==> src/rtl/tbranch_pkg.sv <==
package tbranch_pkg;
  typedef enum logic [1:0] {
    ST_IDLE  = 2'd0,
    ST_REQ   = 2'd1,
    ST_WAIT  = 2'd2,
    ST_REDIR = 2'd3
  } tb_state_e;

  typedef struct packed {
    logic       hit;
    logic       half;
    logic [3:0] rn;
    logic [3:0] rm;
    logic       sbz_bad;
  } dec_t;

  localparam logic [3:0] PC_REG = 4'd15;
endpackage

==> src/rtl/tbranch_decode.sv <==
module tbranch_decode
  import tbranch_pkg::*;
(
  input  logic [31:0] insn_i,
  output dec_t        dec_o
);
  always_comb begin
    dec_o.hit     = (insn_i[31:25] == 7'b1110100) && (insn_i[24:21] == 4'b0110)
                 && insn_i[20] && (insn_i[7:5] == 3'b000);
    dec_o.rn      = insn_i[19:16];
    dec_o.rm      = insn_i[3:0];
    dec_o.half    = insn_i[4];
    dec_o.sbz_bad = (insn_i[15:12] != 4'hF) || (insn_i[11:8] != 4'h0);
  end
endmodule

==> src/rtl/tbranch_agen.sv <==
module tbranch_agen
  import tbranch_pkg::*;
#(
  parameter int AW = 32
) (
  input  dec_t          dec_i,
  input  logic [AW-1:0] pc_i,
  input  logic [AW-1:0] base_val_i,
  input  logic [AW-1:0] index_val_i,
  output logic [AW-1:0] pc4_o,
  output logic [AW-1:0] addr_o
);
  logic [AW-1:0] base_eff;
  logic [AW-1:0] offset;

  always_comb begin
    pc4_o    = pc_i + AW'(4);
    base_eff = (dec_i.rn == PC_REG) ? pc4_o : base_val_i;
    offset   = dec_i.half ? {index_val_i[AW-2:0], 1'b0} : index_val_i;
    addr_o   = base_eff + offset;
  end
endmodule

==> src/rtl/tbranch_ctrl.sv <==
module tbranch_ctrl
  import tbranch_pkg::*;
#(
  parameter int AW = 32,
  parameter int EW = 16
) (
  input  logic          clk,
  input  logic          rst,
  input  logic          start_i,
  input  logic          cond_pass_i,
  input  logic          in_cblk_i,
  input  logic          cblk_last_i,
  input  dec_t          dec_i,
  input  logic [AW-1:0] addr_i,
  input  logic [AW-1:0] pc4_i,
  output logic          mreq_valid_o,
  input  logic          mreq_ready_i,
  output logic [AW-1:0] mreq_addr_o,
  output logic          mreq_half_o,
  input  logic          mrsp_valid_i,
  input  logic [EW-1:0] mrsp_data_i,
  output logic          busy_o,
  output logic          redirect_o,
  output logic [AW-1:0] target_o,
  output logic          unpred_o
);
  localparam int BW = EW / 2;

  tb_state_e     state_q;
  logic [AW-1:0] addr_q, pc4_q, target_q;
  logic          half_q, unpred_q;
  logic          take;
  logic [EW-1:0] entry;
  logic [AW-1:0] tgt_sum;

  assign take = (state_q == ST_IDLE) && start_i && dec_i.hit;

  always_comb begin
    entry   = half_q ? mrsp_data_i : {{(EW-BW){1'b0}}, mrsp_data_i[BW-1:0]};
    tgt_sum = pc4_q + (AW'(entry) << 1);
    tgt_sum[0] = 1'b0;
  end

  always_ff @(posedge clk) begin
    if (rst) begin
      state_q  <= ST_IDLE;
      addr_q   <= '0;
      pc4_q    <= '0;
      target_q <= '0;
      half_q   <= 1'b0;
      unpred_q <= 1'b0;
    end else begin
      case (state_q)
        ST_IDLE: if (take) begin
          unpred_q <= dec_i.sbz_bad || (dec_i.rm == PC_REG) || (in_cblk_i && !cblk_last_i);
          addr_q   <= addr_i;
          half_q   <= dec_i.half;
          pc4_q    <= pc4_i;
          if (cond_pass_i) state_q <= ST_REQ;
        end
        ST_REQ:  if (mreq_ready_i) state_q <= ST_WAIT;
        ST_WAIT: if (mrsp_valid_i) begin
          target_q <= tgt_sum;
          state_q  <= ST_REDIR;
        end
        default: state_q <= ST_IDLE;
      endcase
    end
  end

  assign mreq_valid_o = (state_q == ST_REQ);
  assign mreq_addr_o  = addr_q;
  assign mreq_half_o  = half_q;
  assign busy_o       = (state_q != ST_IDLE);
  assign redirect_o   = (state_q == ST_REDIR);
  assign target_o     = target_q;
  assign unpred_o     = unpred_q;

  // request held with stable address and size until accepted
  assert_req_hold_R10: assert property (@(posedge clk) disable iff (rst)
    (mreq_valid_o && !mreq_ready_i) |=> (mreq_valid_o && $stable(mreq_addr_o) && $stable(mreq_half_o)));

  // redirect is a single-cycle pulse followed by idle
  assert_redirect_pulse_R11: assert property (@(posedge clk) disable iff (rst)
    redirect_o |=> (!redirect_o && !busy_o));

  // target halfword aligned when presented
  assert_target_even_R11: assert property (@(posedge clk) disable iff (rst)
    redirect_o |-> (target_o[0] == 1'b0));

  // branch is forward of the PC value
  assert_forward_R4: assert property (@(posedge clk) disable iff (rst)
    redirect_o |-> (target_o >= pc4_q));

  // a failed condition leaves the unit idle
  assert_cond_fail_idle_R9: assert property (@(posedge clk) disable iff (rst)
    ((state_q == ST_IDLE) && start_i && !cond_pass_i) |=> !busy_o);

  // request and redirect never together
  assert_excl_R10: assert property (@(posedge clk) disable iff (rst)
    $onehot0({mreq_valid_o, redirect_o}));

  // unpredictable flag changes only when a start is taken
  assert_unpred_hold_R12: assert property (@(posedge clk) disable iff (rst)
    !take |=> $stable(unpred_o));
endmodule

==> src/rtl/tbranch_unit.sv <==
module tbranch_unit
  import tbranch_pkg::*;
#(
  parameter int AW = 32,
  parameter int EW = 16
) (
  input  logic          clk,
  input  logic          rst,
  input  logic          start_i,
  input  logic [31:0]   insn_i,
  input  logic [AW-1:0] insn_pc_i,
  input  logic          cond_pass_i,
  input  logic          in_cblk_i,
  input  logic          cblk_last_i,
  output logic [3:0]    base_sel_o,
  output logic [3:0]    index_sel_o,
  input  logic [AW-1:0] base_val_i,
  input  logic [AW-1:0] index_val_i,
  output logic          mreq_valid_o,
  input  logic          mreq_ready_i,
  output logic [AW-1:0] mreq_addr_o,
  output logic          mreq_half_o,
  input  logic          mrsp_valid_i,
  input  logic [EW-1:0] mrsp_data_i,
  output logic          busy_o,
  output logic          redirect_o,
  output logic [AW-1:0] target_o,
  output logic          unpred_o
);
  dec_t          dec;
  logic [AW-1:0] pc4, addr;

  tbranch_decode u_dec (
    .insn_i (insn_i),
    .dec_o  (dec)
  );

  tbranch_agen #(.AW(AW)) u_agen (
    .dec_i       (dec),
    .pc_i        (insn_pc_i),
    .base_val_i  (base_val_i),
    .index_val_i (index_val_i),
    .pc4_o       (pc4),
    .addr_o      (addr)
  );

  tbranch_ctrl #(.AW(AW), .EW(EW)) u_ctrl (
    .clk          (clk),
    .rst          (rst),
    .start_i      (start_i),
    .cond_pass_i  (cond_pass_i),
    .in_cblk_i    (in_cblk_i),
    .cblk_last_i  (cblk_last_i),
    .dec_i        (dec),
    .addr_i       (addr),
    .pc4_i        (pc4),
    .mreq_valid_o (mreq_valid_o),
    .mreq_ready_i (mreq_ready_i),
    .mreq_addr_o  (mreq_addr_o),
    .mreq_half_o  (mreq_half_o),
    .mrsp_valid_i (mrsp_valid_i),
    .mrsp_data_i  (mrsp_data_i),
    .busy_o       (busy_o),
    .redirect_o   (redirect_o),
    .target_o     (target_o),
    .unpred_o     (unpred_o)
  );

  assign base_sel_o  = dec.rn;
  assign index_sel_o = dec.rm;

  // a non-matching start leaves the unit idle
  assert_nomatch_idle_R1: assert property (@(posedge clk) disable iff (rst)
    (!busy_o && start_i && !dec.hit) |=> !busy_o);
endmodule

==> config.mk <==
export PLATFORM = sky130hd
export DESIGN_NAME = tbranch_unit
export DESIGN_NICKNAME = d
export VERILOG_FILES = /design/src/rtl/tbranch_pkg.sv /design/src/rtl/tbranch_decode.sv /design/src/rtl/tbranch_agen.sv /design/src/rtl/tbranch_ctrl.sv /design/src/rtl/tbranch_unit.sv
export SDC_FILE = /design/constraint.sdc
export NUM_CORES = 1
export LEC_CHECK = 0
export ABC_AREA = 1
export CAP_MARGIN = 10
export CORE_ASPECT_RATIO = 1.5
export CORE_UTILIZATION = 45
export DETAILED_ROUTE_END_ITERATION = 10
export PLACE_DENSITY = 0.77
export SYNTH_ARGS = -nofsm -noshare
export SYNTH_HDL_FRONTEND = slang
export SYNTH_SLANG_ARGS = --single-unit
==> constraint.sdc <==
create_clock -name clk -period 3.74 [get_ports clk]
set_input_delay 0.561 -clock clk [delete_from_list [all_inputs] [get_ports clk]]
set_output_delay 0.561 -clock clk [all_outputs]
set_load 0.1 [all_outputs]
==> flow_metrics.env, run 1 <==
export IMPL_worst_path_most_repeated_cell="inv_1"
export IMPL_dp_final_hpwl_mm=26.71
export IMPL_arrival_ns=3.81
export IMPL_io_pin_count=229
export IMPL_holdCritPathClass="reg2reg"
export IMPL_netlist_area_mm2=0.008683
export IMPL_initial_core_util_pct=46.44
export IMPL_grt_pass1_wl_mm=49.35
export IMPL_ir_drop_mv=0.2091
export IMPL_ff2ff_path_depth=12
export IMPL_die_width_um=115.4
export IMPL_multi_input_area_mm2=0.005777
export IMPL_port_buffers=227
export IMPL_clkLatencyLatePin_ns=0.36
export IMPL_die_y_um=172.1
export IMPL_finalNonFillerCells=2029
export IMPL_synth_seq_cells=98
export IMPL_place_congestion=0.9645
export IMPL_ys_seq_area_share_pct=22.59
export IMPL_antenna_found_initial=1
export IMPL_skew_ns=0.01419
export IMPL_first_iter_violations=461
export IMPL_wl_mm=32.20
export IMPL_timing_fmax_ghz=0.2859
export IMPL_crit_path_start_kind="input pin"
export IMPL_final_fill_count=1783
export IMPL_relSlewSlack_pct=31.78
export IMPL_drive_gt1_share_pct=12.22
export IMPL_ys_warn_count=0
export IMPL_cts_buffer_depth=2
export IMPL_yosys_top_cells_area="dfxtp_1 (23%), nand2_1 (14%), nor2_1 (9.8%)"
export IMPL_seq_area_mm2=0.001962
export IMPL_avgSynthCellArea_um2=5.935
export IMPL_p_leak_nw=5.947
export IMPL_syn_inst=1463
export IMPL_num_vias=10280
export IMPL_hold_buffers=0
export IMPL_crit_chain="clkdlybuf4s50_1, inv_1, nor2_4, nand2_2, nor2_4, nand4_1, nor2_1, inv_1, nand2_1, o21ai_0, ha_1, buf_4, nand2_1, nor2_1, inv_1, nor2_1, nand4_1, nand3_1, xor2_1, o21ai_0, inv_1"
export IMPL_layout_common_cells="nand2_1 (330), nor2_1 (220), clkdlybuf4s50_1 (218)"
export IMPL_overflow=0
export IMPL_holdPathStages=2
export IMPL_max_stage_delay_ns=0.50
export IMPL_seqPwrFrac_pct=27.8
export IMPL_synth_distinct_cells=47
export IMPL_first_pass_iters=5
export IMPL_syn2layout_area_growth_pct=42.15
export IMPL_wl_per_cell_um=15.87
export IMPL_period_share_pct=93.53
export IMPL_finalSetupViolCount=0
export IMPL_row_count=61
export IMPL_switching_power_mw=1.845
export IMPL_path_class="in2reg"
export IMPL_finalHoldViolCount=0
export IMPL_cpMaxStageDelayCell="clkdlybuf4s50_1"
export IMPL_cp_max_fo=4
export IMPL_crit_required_ns=4.05
export IMPL_finalSetupTns_ns=0
export IMPL_fin_nets=1978
export IMPL_synth_top_cell_by_area="dfxtp_1"
export IMPL_synth_top_area_share_pct=22.59
export IMPL_drc_errors=0
export IMPL_syn_nets=1670
export IMPL_clk_pin_slew_ns=0.07
export IMPL_grt_pass1_vias=10040
export IMPL_grt_max_degree=50
export IMPL_vias_per_cell=5.066
export IMPL_critPathCaptureType="register"
export IMPL_cts_sinks=98
export IMPL_power_density_mw_per_mm2=335.2
export IMPL_internal_power_mw=2.291
export IMPL_cts_tree="yes"
export IMPL_drv_slew=0
export IMPL_numPlacedInstances=2010
export IMPL_status="finished clean"
export IMPL_core_area_mm2=0.01870
export IMPL_drv_cap=0
export IMPL_drtAntennaViolNets=0
export IMPL_power_share_switching_pct=44.61
export IMPL_grt_total_usage_pct=32.74
export IMPL_clockPowerShare_pct=22.7
export IMPL_cts_max_level=3
export IMPL_final_common_cell="nand2_1"
export IMPL_worstMarginPinSlew_ns=1.020
export IMPL_die_area_mm2=0.01987
export IMPL_cts_buffers=9
export IMPL_timing_final_crit_period_ns=3.498
export IMPL_clockRootBuffer="clkbuf_16"
export IMPL_p_comb_share_pct=49.5
## through the flow
stage	power, mW	util [%]	hold WS (ns)	setup WS, ns	instance area, um^2
floorplan	2.473	-	0.4522	0.7148	8683
global placement	3.167	63.82	0.4681	-0.2368	11930
detailed placement	3.183	63.82	0.4760	-0.2352	11930
CTS	4.129	65.35	0.4884	0.1431	12220
global route	4.358	66.01	0.5217	-0.02006	12340
finish	4.137	66.01	0.4888	0.2420	12340
## final cells by class
| type | count | area share, % |
|---|---|---|
| sequential | 98 | 15.89 |
| inverter | 213 | 6.477 |
| antenna | 1 | 0.02027 |
| multi-input combinational | 1100 | 46.80 |
| tap | 252 | 2.554 |
| clock inverter | 6 | 0.4663 |
| clock buffer | 10 | 1.855 |
| timing repair buffer | 349 | 25.93 |
## sequential cells by signal, indices dropped and copies added (netlist names)
signal / flops
u_ctrl.mreq_addr_o: 32
u_ctrl.state_q: 2
u_ctrl.mreq_half_o: 1
u_ctrl.unpred_o: 1
u_ctrl.target_o: 31
u_ctrl.pc4_q: 31
## final timing paths
path | startpoint | endpoint | slack (ns)
hold reg to reg | u_ctrl.pc4_q[31] | u_ctrl.pc4_q[31] | 0.49
setup reg to reg | u_ctrl.mreq_half_o | u_ctrl.target_o[21] | 1.28
setup / recovery | insn_pc_i[2] | u_ctrl.mreq_addr_o[20] | 0.24
hold / removal | u_ctrl.pc4_q[31] | u_ctrl.pc4_q[31] | 0.49
## routing by layer
metal / track usage (%) / vias to the layer above / share of wire [%] / routed length [um]
li1: - / 5286 / - / -
met1: 34.48 / 4651 / 38 / 12330
met2: 62.09 / 258 / 53 / 17100
met3: 2.699 / 83 / 3.1 / 998
met4: 19.88 / 0 / 5.5 / 1770
met5: 0 / - / 0 / 0
## cells in the mapped netlist (all sizes together)
master,count
o22ai,2
nor3,24
fa,2
a21o,5
inv,212
a21oi,104
a31oi,2
a31o,1
o211ai,4
a21boi,1
and2,1
xor2,36
nor2,236
o21bai,5
clkinv,1
nand3b,1
nand3,88
or2,2
o21a,1
xnor2,17
nor4,4
dfxtp,98
buf,23
nor3b,1
a211oi,1
nand2,347
clkbuf,29
nand4,22
ha,53
mux2,2
o21ai,137
conb,1
## what timing repair did
action,4_1_cts,5_1_grt
endpoints found under the setup margin,0,10
gates resized for setup,0,32
setup buffers,0,2
## critical path, delay by kind of cell
| kind | cells | cell delay [ns] |
|---|---|---|
| buffers and inverters | 6 | 0.92 |
| AND/OR/NAND/NOR | 11 | 1.51 |
| XOR/XNOR | 1 | 0.22 |
| adder cells (fa/ha/maj) | 1 | 0.39 |
| AO/OA/AOI/OAI | 2 | 0.21 |
## power groups by stage
stage / clock network (mW) / logic (mW) / registers (mW)
3_3_place_gp: 0 / 1.99 / 1.17
2_1_floorplan: 0 / 0.878 / 1.59
4_1_cts: 0.961 / 2.02 / 1.15
3_5_place_dp: 0 / 2.01 / 1.18
5_1_grt: 0.997 / 2.20 / 1.16
6_report: 0.937 / 2.05 / 1.15
## cells by family (layout without fill, tap and decap cells)
family                   count (synthesis)  in the layout  share of synthesized area, %
AO/OA/AOI/OAI                          263            263                         16.01
XOR/XNOR                                53             53                         5.432
adder cells (fa/ha/maj)                 55             55                         8.098
buffers and inverters                  265            578                         12.09
flip-flops                              98             98                         22.59
multiplexers                             2              2                        0.2593
other                                    1              2                       0.04319
AND/OR/NAND/NOR                        726            726                         35.48
No activity file was read; power rests on OpenSTA's default activity.
==> run 2, diff against run 1 <==
SLEW_MARGIN = 30   (was unset)
==> results of run 2 <==
Same layout as run 1: the final DEF is identical, and so are final timing and power.
==> run 3, diff against run 2 <==
CORE_MARGIN = 2   (was unset)
CTS_BUF_LIST = sky130_fd_sc_hd__clkbuf_8   (was unset)
SETUP_SLACK_MARGIN = 0.3   (was unset)
==> run 3 against run 2 <==
  * Combinational power rose by 4%
  * Sequential share of layout area is 0.36 points lower
  * Die area rose by 2.9%
  * Largest cell class unchanged
==> flow_metrics.env, run 3 (synthesized netlist as in run 1, its figures left out) <==
export IMPL_clockRootBuffer="clkbuf_8"
export IMPL_port_buffers=227
export IMPL_p_leak_nw=6.054
export IMPL_wl_per_cell_um=15.88
export IMPL_startpoint="insn_pc_i[4]"
export IMPL_stdcell_area_mm2=0.01263
export IMPL_ff2ff_path_depth=11
export IMPL_die_area_mm2=0.02045
export IMPL_status="finished clean"
export IMPL_first_pass_iters=5
export IMPL_drc_errors=0
export IMPL_antenna_found_initial=1
export IMPL_grt_setup_unrepaired="yes"
export IMPL_drv_slew=0
export IMPL_crit_required_ns=4.04
export IMPL_crit_path_start_kind="input pin"
export IMPL_period_share_pct=88.87
export IMPL_cts_max_level=3
export IMPL_grt_pass1_vias=10170
export IMPL_die_width_um=117.4
export IMPL_p_comb_share_pct=52.5
export IMPL_fin_hold_ws_ns=0.4977
export IMPL_clkLatencyLatePin_ns=0.40
export IMPL_holdCritPathClass="reg2reg"
export IMPL_vias_per_cell=5.097
export IMPL_place_congestion=0.9584
export IMPL_power_share_switching_pct=46.32
export IMPL_largest_reg_flops=32
export IMPL_cp_max_fo=3
export IMPL_post_route_util_pct=66.43
export IMPL_final_common_cell="nand2_1"
export IMPL_dp_final_hpwl_mm=26.59
export IMPL_cts_tree="yes"
export IMPL_cts_sinks=98
export IMPL_overflow=0
export IMPL_path_class="in2reg"
export IMPL_arrival_ns=3.63
export IMPL_power_density_mw_per_mm2=321.4
export IMPL_syn2layout_area_growth_pct=45.40
export IMPL_grt_max_degree=50
export IMPL_worstMarginPinSlew_ns=1.036
export IMPL_layout_common_cells="nand2_1 (318), clkdlybuf4s50_1 (210), nor2_1 (207)"
export IMPL_finalSetupViolCount=0
export IMPL_cp_endpoint="u_ctrl.mreq_addr_o[26]"
export IMPL_io_pin_count=229
export IMPL_relSlewSlack_pct=30.74
export IMPL_num_vias=10410
export IMPL_timing_final_crit_period_ns=3.324
export IMPL_core_area_mm2=0.01901
export IMPL_row_count=62
export IMPL_timing_reg2reg_setup_slack_ns=1.31
export IMPL_numPlacedInstances=2015
export IMPL_seqPwrFrac_pct=28.4
export IMPL_fin_nets=1988
export IMPL_finalNonFillerCells=2043
export IMPL_regToRegStartpoint="u_ctrl.state_q[0]"
export IMPL_drive_gt1_share_pct=15.96
export IMPL_finalHoldViolCount=0
export IMPL_place_area_mm2=0.01193
export IMPL_drtAntennaViolNets=0
export IMPL_grt_total_usage_pct=30.57
export IMPL_hold_buffers=0
export IMPL_cts_buffer_depth=2
export IMPL_finalPower_mw=4.058
export IMPL_die_y_um=174.1
export IMPL_wl_mm=32.44
export IMPL_first_iter_violations=565
export IMPL_ir_drop_mv=0.1817
export IMPL_clk_pin_slew_ns=0.11
export IMPL_drv_cap=0
export IMPL_skew_ns=0.02017
export IMPL_critPathCaptureType="register"
export IMPL_timing_fmax_ghz=0.3009
export IMPL_r2r_end="u_ctrl.mreq_addr_o[19]"
export IMPL_initial_core_util_pct=45.69
export IMPL_cts_buffers=9
export IMPL_switching_power_mw=1.880
export IMPL_internal_power_mw=2.178
export IMPL_grt_pass1_wl_mm=49.82
export IMPL_clockPowerShare_pct=19.2
run 3: changes by cell type in the layout (fill, tap and decap cells not counted), moves of 8 or more:
cell / change
nand2_1: -12
nor2_1: -13
clkbuf_8: +9
nand2_2: +11
nor2_4: +8
buf_4: +9
a21oi_2: +9
a21oi_1: -9
clkdlybuf4s50_1: -8
clkbuf_16: -9
run 3: worst max-delay path, cell delays in order:
cell             delay, ns
clkdlybuf4s50_1       0.49
buf_4                 0.12
nand2_1               0.05
inv_2                 0.10
nand3_4               0.09
nor2_4                0.16
nand2_4               0.08
nor2_4                0.13
nand2_2               0.08
nor2_4                0.14
xor2_2                0.24
o21ai_2               0.13
ha_1                  0.36
nand2_2               0.11
nor2_4                0.14
inv_2                 0.07
nor2_4                0.08
inv_1                 0.04
nor2_1                0.09
nor2_1                0.05
nand3_1               0.08
nand3_2               0.09
nand2_1               0.09
inv_1                 0.04
run 3: area by class of cell:
type,count,area (um^2)
Antenna cell,1,2.502
Clock buffer,9,123.9
Clock inverter,7,78.83
Fill cell,1778,6380
Inverter,213,799.5
Multi-Input combinational cell,1100,6062
Sequential cell,98,1962
Tap cell,256,320.3
Timing Repair Buffer,359,3277
run 3: worst min-delay path by stage:
stage,start,to,slack (ns),cells past startpoint
floorplan,u_ctrl.pc4_q[31],u_ctrl.pc4_q[31],0.45,2
global placement,u_ctrl.pc4_q[1],u_ctrl.pc4_q[1],0.47,2
detailed placement,u_ctrl.pc4_q[1],u_ctrl.pc4_q[1],0.48,2
CTS,u_ctrl.pc4_q[31],u_ctrl.pc4_q[31],0.50,2
global route,u_ctrl.pc4_q[31],u_ctrl.pc4_q[31],0.52,2
finish,u_ctrl.mreq_addr_o[0],u_ctrl.mreq_addr_o[0],0.50,2
run 3: through the flow:
stage / worst slack, ns / TNS [ns]
after floorplan: 0.7148 / 0
after global placement: -0.2091 / -1.136
after detailed placement: -0.2527 / -1.773
after CTS: 0.3023 / 0
after global routing: 0.2347 / 0
final: 0.4162 / 0
run 3: metal layers:
metal / up-vias / wire (um) / part of all wire [%] / GRT usage [%]
li1: 5290 / - / - / -
met1: 4747 / 12310 / 38 / 32.33
met2: 275 / 17230 / 53 / 59.06
met3: 102 / 1056 / 3.3 / 2.854
met4: 0 / 1849 / 5.7 / 16.27
met5: - / 0 / 0 / 0
run 3: power by group through the flow:
stage / Combinational, mW / Sequential (mW) / Clock (mW)
finish: 2.13 / 1.15 / 0.778
global route: 2.28 / 1.16 / 0.833
CTS: 2.02 / 1.15 / 0.791
detailed placement: 2.01 / 1.18 / 0
global placement: 2.00 / 1.17 / 0
floorplan: 0.878 / 1.59 / 0
run 3: what timing repair did:
item,CTS,global route
gates cloned,0,1
gates resized for setup,10,107
pin swaps,2,32
buffers inserted,0,10
setup endpoints to repair,7,22
